### config.mk
export PLATFORM = sky130hd
export DESIGN_NAME = tsel_target_select
export DESIGN_NICKNAME = d
export VERILOG_FILES = /design/src/rtl/tsel_pkg.sv /design/src/rtl/tsel_lowest_pick.sv /design/src/rtl/tsel_presence_fifo.sv /design/src/rtl/tsel_target_select.sv
export SDC_FILE = /design/constraint.sdc
export NUM_CORES = 1
export LEC_CHECK = 0
export BUFFER_PORTS_ARGS = -buffer_cell sky130_fd_sc_hd__buf_2
export CAP_MARGIN = 10
export CORE_MARGIN = 3
export CORE_UTILIZATION = 50
export DETAILED_ROUTE_END_ITERATION = 10
export PLACE_DENSITY_LB_ADDON = 0.25
export SYNTH_ARGS = -nofsm -noshare
export SYNTH_HDL_FRONTEND = slang
export SYNTH_SLANG_ARGS = --single-unit
### constraint.sdc
create_clock -name clk -period 3.5 [get_ports clk]
set_input_delay 0.7 -clock clk [delete_from_list [all_inputs] [get_ports clk]]
set_output_delay 0.7 -clock clk [all_outputs]
set_load 0.05 [all_outputs]
### src/rtl/tsel_pkg.sv
package tsel_pkg;
    typedef enum logic [1:0] {
        PICK_STAY  = 2'd0,
        PICK_MATCH = 2'd1,
        PICK_IDLE  = 2'd2
    } pick_e;
endpackage

### src/rtl/tsel_lowest_pick.sv
module tsel_lowest_pick #(
    parameter int N = 16
) (
    input  logic [N-1:0]         vec,
    output logic                 found,
    output logic [$clog2(N)-1:0] idx
);
    localparam int IW = $clog2(N);

    always_comb begin
        found = |vec;
        idx   = '0;
        for (int i = N - 1; i >= 0; i--) begin
            if (vec[i]) begin
                idx = IW'(i);
            end
        end
    end
endmodule

### src/rtl/tsel_presence_fifo.sv
module tsel_presence_fifo #(
    parameter int N     = 16,
    parameter int DEPTH = 8,
    parameter int LW    = $clog2(DEPTH + 1)
) (
    input  logic          clk,
    input  logic          rst_n,
    input  logic          push,
    input  logic [N-1:0]  push_vec,
    input  logic          clear,
    input  logic [LW-1:0] len,
    output logic          full,
    output logic [N-1:0]  and_vec
);
    typedef struct packed {
        logic [DEPTH-1:0][N-1:0] ent;
        logic [LW-1:0]           cnt;
    } fifo_s;

    fifo_s st_d, st_q;

    always_comb begin
        st_d = st_q;
        if (clear) begin
            st_d = '0;
        end else if (push) begin
            for (int i = DEPTH - 1; i > 0; i--) begin
                st_d.ent[i] = st_q.ent[i-1];
            end
            st_d.ent[0] = push_vec;
            if (st_q.cnt < LW'(DEPTH)) begin
                st_d.cnt = st_q.cnt + LW'(1);
            end
        end
    end

    always_comb begin
        full    = (len != '0) && (st_q.cnt >= len);
        and_vec = '1;
        for (int i = 0; i < DEPTH; i++) begin
            if (LW'(i) < len) begin
                and_vec = and_vec & st_q.ent[i];
            end
        end
    end

    always_ff @(posedge clk) begin
        if (!rst_n) begin
            st_q <= '0;
        end else begin
            st_q <= st_d;
        end
    end

    AST_COUNT_BOUND: assert property (@(posedge clk) disable iff (!rst_n)
        st_q.cnt <= LW'(DEPTH));

    AST_CLEAR_EMPTIES: assert property (@(posedge clk) disable iff (!rst_n)
        clear |=> (st_q.cnt == '0));

    AST_PUSH_GROWS: assert property (@(posedge clk) disable iff (!rst_n)
        (push && !clear && (st_q.cnt < LW'(DEPTH))) |=>
        (st_q.cnt == $past(st_q.cnt) + LW'(1)));
endmodule

### src/rtl/tsel_target_select.sv
module tsel_target_select #(
    parameter int NUM_CORES = 16,
    parameter int MAX_TLS   = 8,
    localparam int CW = $clog2(NUM_CORES),
    localparam int LW = $clog2(MAX_TLS + 1)
) (
    input  logic                 clk,
    input  logic                 rst_n,
    input  logic                 miss_valid,
    input  logic [NUM_CORES-1:0] miss_presence,
    input  logic [LW-1:0]        tls_len,
    input  logic                 mig_en,
    input  logic [CW-1:0]        cur_core,
    input  logic [NUM_CORES-1:0] idle_cores,
    input  logic                 team_done,
    output logic                 mig_req,
    output logic [CW-1:0]        mig_target
);
    import tsel_pkg::*;

    typedef struct packed {
        logic          req;
        logic [CW-1:0] target;
    } out_s;

    out_s out_d, out_q;

    logic                 fifo_full;
    logic [NUM_CORES-1:0] and_vec;
    logic [NUM_CORES-1:0] self_mask;
    logic [NUM_CORES-1:0] match_vec;
    logic [NUM_CORES-1:0] idle_vec;
    logic                 match_found, idle_found;
    logic [CW-1:0]        match_idx, idle_idx;
    logic                 win_clear;
    pick_e                choice;

    tsel_presence_fifo #(
        .N     (NUM_CORES),
        .DEPTH (MAX_TLS),
        .LW    (LW)
    ) u_fifo (
        .clk      (clk),
        .rst_n    (rst_n),
        .push     (miss_valid),
        .push_vec (miss_presence),
        .clear    (win_clear),
        .len      (tls_len),
        .full     (fifo_full),
        .and_vec  (and_vec)
    );

    assign self_mask = NUM_CORES'(1) << cur_core;
    assign match_vec = and_vec & ~self_mask;
    assign idle_vec  = idle_cores & ~self_mask;

    tsel_lowest_pick #(.N(NUM_CORES)) u_pick_match (
        .vec   (match_vec),
        .found (match_found),
        .idx   (match_idx)
    );

    tsel_lowest_pick #(.N(NUM_CORES)) u_pick_idle (
        .vec   (idle_vec),
        .found (idle_found),
        .idx   (idle_idx)
    );

    always_comb begin
        choice = PICK_STAY;
        if (fifo_full && mig_en) begin
            if (match_found) begin
                choice = PICK_MATCH;
            end else if (idle_found) begin
                choice = PICK_IDLE;
            end
        end
        win_clear  = (choice != PICK_STAY) || team_done;
        out_d      = out_q;
        out_d.req  = (choice != PICK_STAY);
        if (choice == PICK_MATCH) begin
            out_d.target = match_idx;
        end else if (choice == PICK_IDLE) begin
            out_d.target = idle_idx;
        end
    end

    always_ff @(posedge clk) begin
        if (!rst_n) begin
            out_q <= '0;
        end else begin
            out_q <= out_d;
        end
    end

    assign mig_req    = out_q.req;
    assign mig_target = out_q.target;

    AST_TLS_RANGE: assert property (@(posedge clk) disable iff (!rst_n)
        (tls_len != '0) && (tls_len <= LW'(MAX_TLS)));

    AST_REQ_PULSE: assert property (@(posedge clk) disable iff (!rst_n)
        mig_req |=> !mig_req);

    AST_NOT_SELF: assert property (@(posedge clk) disable iff (!rst_n)
        mig_req |-> (mig_target != $past(cur_core)));

    AST_ONLY_WHEN_FULL: assert property (@(posedge clk) disable iff (!rst_n)
        mig_req |-> $past(fifo_full && mig_en));

    AST_TARGET_HELD: assert property (@(posedge clk) disable iff (!rst_n)
        !mig_req |-> (mig_target == $past(mig_target)));
endmodule

==> flow_summary.json, run 1 <==
{
  "clock_sinks": 137,
  "worst_path_max_delay_cell": "a2111o_1",
  "vias": 6583,
  "die_area_sq_mm": 0.0158,
  "instances_no_fill": 1106,
  "drc": 0,
  "clockPowerShare_pct": 49.3,
  "wirelength_um": 20600,
  "report.final.hold_viol_count": 0,
  "netlist_instances": 787,
  "wire_per_inst_um": 18.6,
  "htree_levels": 4,
  "cts_tree": "built",
  "grt_pass1_wl_um": 33000,
  "outcome": "finished clean",
  "crit_path_end_kind": "register",
  "cp-startpoint": "tls_len[3]",
  "ys_ff_latch": 137,
  "p_sw_mw": 0.992,
  "antenna_left": 0,
  "cts.path.max_buffers": 2,
  "diodes": 0,
  "worstSetupStartpointType": "primary input",
  "clock_latency_ns": 0.42,
  "fin_skew_ns": 0.00605,
  "hold_start": "u_fifo.st_q[120]",
  "die_w_um": 126,
  "pwr-share-comb_pct": 11.0,
  "cts-root-buf": "clkbuf_16",
  "synthesis.nets": 838,
  "ys.warnings.count": 0,
  "grt_overflow": 0,
  "drtPass1Iterations": 6,
  "drive_gt1_share_pct": 25.9,
  "finalCritPeriodShare_pct": 94.2,
  "synth_edf_count": 0,
  "p_per_area_mw_per_mm2": 440,
  "arrival_ns": 3.65,
  "final_core_util_pct": 65.1,
  "maxCapViolCount": 0,
  "slowest_delay_ns": 0.40,
  "numCtsBuffers": 17,
  "row_count": 43,
  "antenna_found_initial": 0,
  "grt_start_max_net_pins": 61,
  "fmax_ghz": 0.303,
  "clkTransAtPathRegs_ns": 0.06,
  "portBuffers": 49,
  "relSlewSlack_pct": 50.8,
  "grt_pass1_vias": 6266,
  "pwr-share-seq_pct": 39.6,
  "whs_ns": 0.487,
  "rsz0062_at_grt": "false",
  "path_max_fanout": 9,
  "area_growth_pct": 26.5,
  "worstSetupPathType": "in -> reg",
  "ioPinCount": 50,
  "timing.final.max_slew_violations": 0,
  "reg2reg_from": "u_fifo.st_q[7]",
  "cts_hold_buffers": 0,
  "power.leakage_nw": 3.72,
  "power_mw": 3.99,
  "finalSetupViolCount": 0,
  "synth_cell_types": 72,
  "grt_use_total_pct": 25.9,
  "netlist_area_sq_mm": 0.00717,
  "intPower_mw": 3.00,
  "dp_cells": 1072,
  "min_path_type": "reg -> reg",
  "synth_flop_cell": "dfxtp_1",
  "ir_drop_uv": 411,
  "drt_iter0_markers": 665,
  "die_h_um": 126,
  "gp_congestion": 0.929,
  "netSwitchingFraction_pct": 24.9,
  "critical_path.cell_chain": "buf_2, buf_12, nor2_4, buf_4, nand2_1, a2111o_1, or2_2, nand4b_2, o21a_2, inv_2, ha_4, o21ai_0, or4_1, o21bai_1",
  "hpwl_um": 15000,
  "core_sq_mm": 0.0139,
  "crit_required_ns": 3.85,
  "via_per_inst": 5.95,
  "tightest_slew_ns": 0.739,
  "period_needed_ns": 3.30,
  "nNetsFinal": 964,
  "ys_seq_area_share_pct": 38.3,
  "async_flop_share_pct": 0,
  "avgSynthCellArea_sq_um": 9.11,
  "start_util_pct": 51.5
}
[power groups by stage]
stage          logic (mW)  clock network, mW  registers (mW)
2_1_floorplan       0.251                  0            1.62
3_3_place_gp        0.420                  0            1.62
3_5_place_dp        0.428                  0            1.62
4_1_cts             0.431               1.99            1.58
5_1_grt             0.474               2.05            1.58
6_report            0.441               1.97            1.58
[sequential cells by signal, summed over array words and instances (netlist names)]
| register | count |
|---|---|
| mig_target | 4 |
| u_fifo.st_q | 132 |
| mig_req | 1 |
[repair_timing]
action / CTS / global route
cloned: 0 / 1
pin swaps: 0 / 1
gates resized for setup: 2 / 9
setup endpoints to repair: 3 / 3
buffers inserted: 0 / 1
hold endpoints to repair: 0 / 0
[worst max-delay path, delay by kind of cell]
kind	cells	cell delay [ns]
AO/OA/AOI/OAI	4	0.80
adder cells (fa/ha/maj)	1	0.31
buffers and inverters	4	0.60
AND/OR/NAND/NOR	5	1.23
[cells by family (layout without fill, tap and decap cells)]
| kind of cell | Yosys count | after routing | synth area share [%] |
|---|---|---|---|
| flops | 137 | 137 | 38.3 |
| fa+ha+maj | 6 | 6 | 1.05 |
| buf+inv | 64 | 202 | 4.42 |
| simple gates | 281 | 282 | 20.2 |
| compound gates | 158 | 158 | 16.3 |
| xor+xnor | 2 | 2 | 0.244 |
| mux | 139 | 139 | 19.5 |
[cell type report]
cell class	count	area (sq um)
Fill cell	1132	4870
Multi-Input combinational cell	587	4180
Sequential cell	137	2740
Timing Repair Buffer	162	1240
Clock buffer	18	439
Tap cell	180	225
Clock inverter	14	209
Inverter	8	33.8
[per-layer routing]
metal	global-route usage [%]	routed length, um
met1	34.6	9040
met2	42.3	9790
met3	6.02	1380
met4	7.38	401
met5	0	0
[cells in the mapped netlist (3+ instances only)]
cell type  number  share of area [%]
a211oi_1        7               0.73
a21bo_2         4               0.56
a21boi_0        4               0.42
a21oi_1        29                2.0
a221oi_1        8               0.98
a22oi_1         4               0.42
a311oi_1        5               0.61
a31oi_1         4               0.35
and2_1         14                1.2
and3_1          5               0.44
buf_1          13               0.68
buf_2          10               0.70
buf_4           3               0.31
buf_6           7                1.1
clkbuf_1       23                1.2
dfxtp_1       137                 38
ha_1            6                1.0
inv_1           5               0.26
mux2_2          6               0.94
mux2i_1       133                 19
nand2_1        21                1.1
nand2b_1        9               0.79
nand3_1        10               0.70
nand3b_1        7               0.73
nor2_1        153                8.0
nor2b_1        11               0.96
nor3_1          5               0.35
nor3b_1         5               0.52
nor4_1         12                1.0
nor4_2          6                1.0
nor4b_1         4               0.49
o211ai_1        5               0.52
o21ai_0        19                1.3
o21bai_1       18                1.9
o221ai_1       10                1.2
o22ai_1         9               0.79
o32a_1          5               0.70
o32ai_1         3               0.37
or4_1           3               0.31
or4b_2          3               0.42
[final timing paths]
path | to | slack [ns] | depth (start not counted)
max | mig_target[1] | 0.20 | 14
max reg2reg | mig_target[1] | 0.52 | 13
min reg2reg | u_fifo.st_q[120] | 0.49 | 2
min | u_fifo.st_q[120] | 0.49 | 2
[per-stage QoR]
stage          setup TNS [ns]  area (sq um)  worst slack [ns]
2_1_floorplan               0          7170            0.0457
3_3_place_gp           -32.46          8340            -0.463
3_5_place_dp           -37.31          8340            -0.553
4_1_cts                     0          9000            0.0193
5_1_grt                     0          9070            0.0318
6_report                    0          9070             0.202
[cell usage in the layout, fill, tap and decap left out, types with 17 or more instances in the layout]
cell type / Yosys / layout
a21oi_1: 29 / 28
buf_2: 10 / 47
buf_4: 3 / 102
clkbuf_16: 0 / 17
dfxtp_1: 137 / 137
mux2i_1: 133 / 133
nand2_1: 21 / 21
nor2_1: 153 / 153
o21ai_0: 19 / 19
o21bai_1: 18 / 18
Power figures use the tool's default switching activity.
==> inputs of run 2 (changes only) <==
- REMOVE_ABC_BUFFERS: unset -> 1
==> run 2 against run 1 <==
Effect of this change:
- sequential share of layout area up 0.40 points
- clock-buffer cell count unchanged
- clock skew up 0.0032 ns
- combinational power down 2%
- first-iteration DRC count down 15%
- register-to-register slack worse by 0.07 ns
- clock power about the same
- fmax down 1.1%
- via count down 1.4%
==> flow_summary.json, run 2 (same netlist as run 1, synthesis figures left out) <==
{
  "htree_levels": 4,
  "cts-root-buf": "clkbuf_16",
  "drt_iter0_markers": 563,
  "worstSetupPathType": "in -> reg",
  "worstSetupStartpointType": "primary input",
  "finalCritPeriodShare_pct": 95.2,
  "crit_path_frequent_cell": "buf_4",
  "via_per_inst": 5.92,
  "fmax_ghz": 0.300,
  "wire_per_inst_um": 18.9,
  "nNetsFinal": 954,
  "clkTransAtPathRegs_ns": 0.06,
  "ioPinCount": 50,
  "p_per_area_mw_per_mm2": 442,
  "drtPass1Iterations": 5,
  "diodes": 0,
  "outcome": "finished clean",
  "intPower_mw": 2.98,
  "period_needed_ns": 3.33,
  "final_cell_area_sq_mm": 0.00895,
  "slowest_delay_ns": 0.41,
  "grt_overflow": 0,
  "tns_ns": 0,
  "layout_common_cells": "nor2_1 (153), dfxtp_1 (137), mux2i_1 (133), buf_4 (94), buf_2 (47)",
  "fillCellCount": 1165,
  "start_util_pct": 51.5,
  "ir_drop_uv": 367,
  "timing.final.max_slew_violations": 0,
  "antenna_left": 0,
  "grt_pass1_vias": 6498,
  "min_path_type": "reg -> reg",
  "drc": 0,
  "core_sq_mm": 0.0139,
  "rsz0062_at_grt": "true",
  "seq_area_sq_mm": 0.00274,
  "antenna_found_initial": 0,
  "die_h_um": 126,
  "area_growth_pct": 24.8,
  "arrival_ns": 3.69,
  "relSlewSlack_pct": 58.5,
  "grt_use_total_pct": 26.6,
  "cts_tree": "built",
  "largest_register": "u_fifo.st_q",
  "clockPowerShare_pct": 49.0,
  "grt_start_max_net_pins": 72,
  "tightest_slew_ns": 0.606,
  "p_sw_mw": 0.975,
  "vias": 6492,
  "clock_sinks": 137,
  "cts_resized": 1,
  "layout_commonest_cell": "nor2_1",
  "multi_input_area_sq_mm": 0.00416,
  "dp_slack_ns": -0.452,
  "crit_required_ns": 3.86,
  "pwr-share-seq_pct": 40.0,
  "finalSetupViolCount": 0,
  "crit_path_end_kind": "register",
  "drive_gt1_share_pct": 25.1,
  "fin_skew_ns": 0.00926,
  "cts_hold_buffers": 0,
  "portBuffers": 49,
  "critical_path.cell_chain": "buf_2, buf_4, inv_2, buf_4, buf_4, o221ai_1, nor4_1, buf_4, nor4_2, nand3_1, buf_4, nor2_1, nand3_1, ha_2, o21ai_0, or4_1, o21bai_1",
  "worst_path_max_delay_cell": "ha_2",
  "largest_reg_flops": 132,
  "numCtsBuffers": 17,
  "power_mw": 3.95,
  "report.final.hold_viol_count": 0,
  "clock_latency_ns": 0.43,
  "grt_pass1_wl_um": 33800,
  "path_max_fanout": 9,
  "wirelength_um": 20700,
  "gp_congestion": 0.925,
  "row_count": 43,
  "setup_ws_ns": 0.167,
  "maxCapViolCount": 0,
  "hpwl_um": 15600,
  "pwr-share-comb_pct": 10.9,
  "cts_setup_buffers": 0,
  "place_area_sq_mm": 0.00827,
  "die_area_sq_mm": 0.0158,
  "die_w_um": 126,
  "power.leakage_nw": 3.66,
  "netSwitchingFraction_pct": 24.7,
  "cts.path.max_buffers": 2
}
==> run 2: cell count changes in the layout (fill, tap and decap cells not counted), sizes merged <==
cell / before / now
buf: 161 / 152
clkinvlp: 1 / 3
inv: 13 / 11
nor4: 20 / 19
==> run 2: layout make-up <==
| class | instances | area share [%] |
|---|---|---|
| multi-input combinational | 586 | 46.5 |
| sequential | 137 | 30.6 |
| timing repair buffer | 153 | 13.0 |
| clock buffer | 18 | 4.91 |
| tap | 180 | 2.52 |
| clock inverter | 14 | 2.15 |
| inverter | 8 | 0.336 |
==> run 2: per-layer routing <==
metal	wire, um	track usage (%)
met2	9490	42.4
met5	0	0
met3	1070	5.17
met1	9790	36.8
met4	331	8.08
==> run 2: power by group through the flow <==
stage,Clock (mW),Combinational (mW),Sequential (mW)
after detailed placement,0,0.423,1.62
after floorplan,0,0.171,1.62
final,1.94,0.432,1.58
after global routing,2.03,0.465,1.58
after CTS,1.96,0.426,1.58
after global placement,0,0.414,1.62
==> run 2: worst paths after layout <==
path,depth (start not counted),to,start,slack [ns]
min,2,u_fifo.st_q[120],u_fifo.st_q[120],0.49
max,17,mig_target[1],tls_len[3],0.17
min reg2reg,2,u_fifo.st_q[120],u_fifo.st_q[120],0.49
max reg2reg,13,mig_target[1],u_fifo.st_q[14],0.45
==> run 2: stage by stage <==
step | utilization [%] | hold slack, ns | std cells
floorplan | - | 0.451 | 731
CTS | 63.9 | 0.493 | 1096
finish | 64.2 | 0.494 | 1096
global placement | 59.3 | 0.465 | 1064
global route | 64.2 | 0.509 | 1096
detailed placement | 59.3 | 0.473 | 1064
==> run 2: critical path: cells and delay by family <==
| kind | cells | cell delay, ns |
|---|---|---|
| AO/OA/AOI/OAI | 3 | 0.41 |
| adder cells (fa/ha/maj) | 1 | 0.41 |
| buffers and inverters | 7 | 1.12 |
| AND/OR/NAND/NOR | 6 | 1.03 |
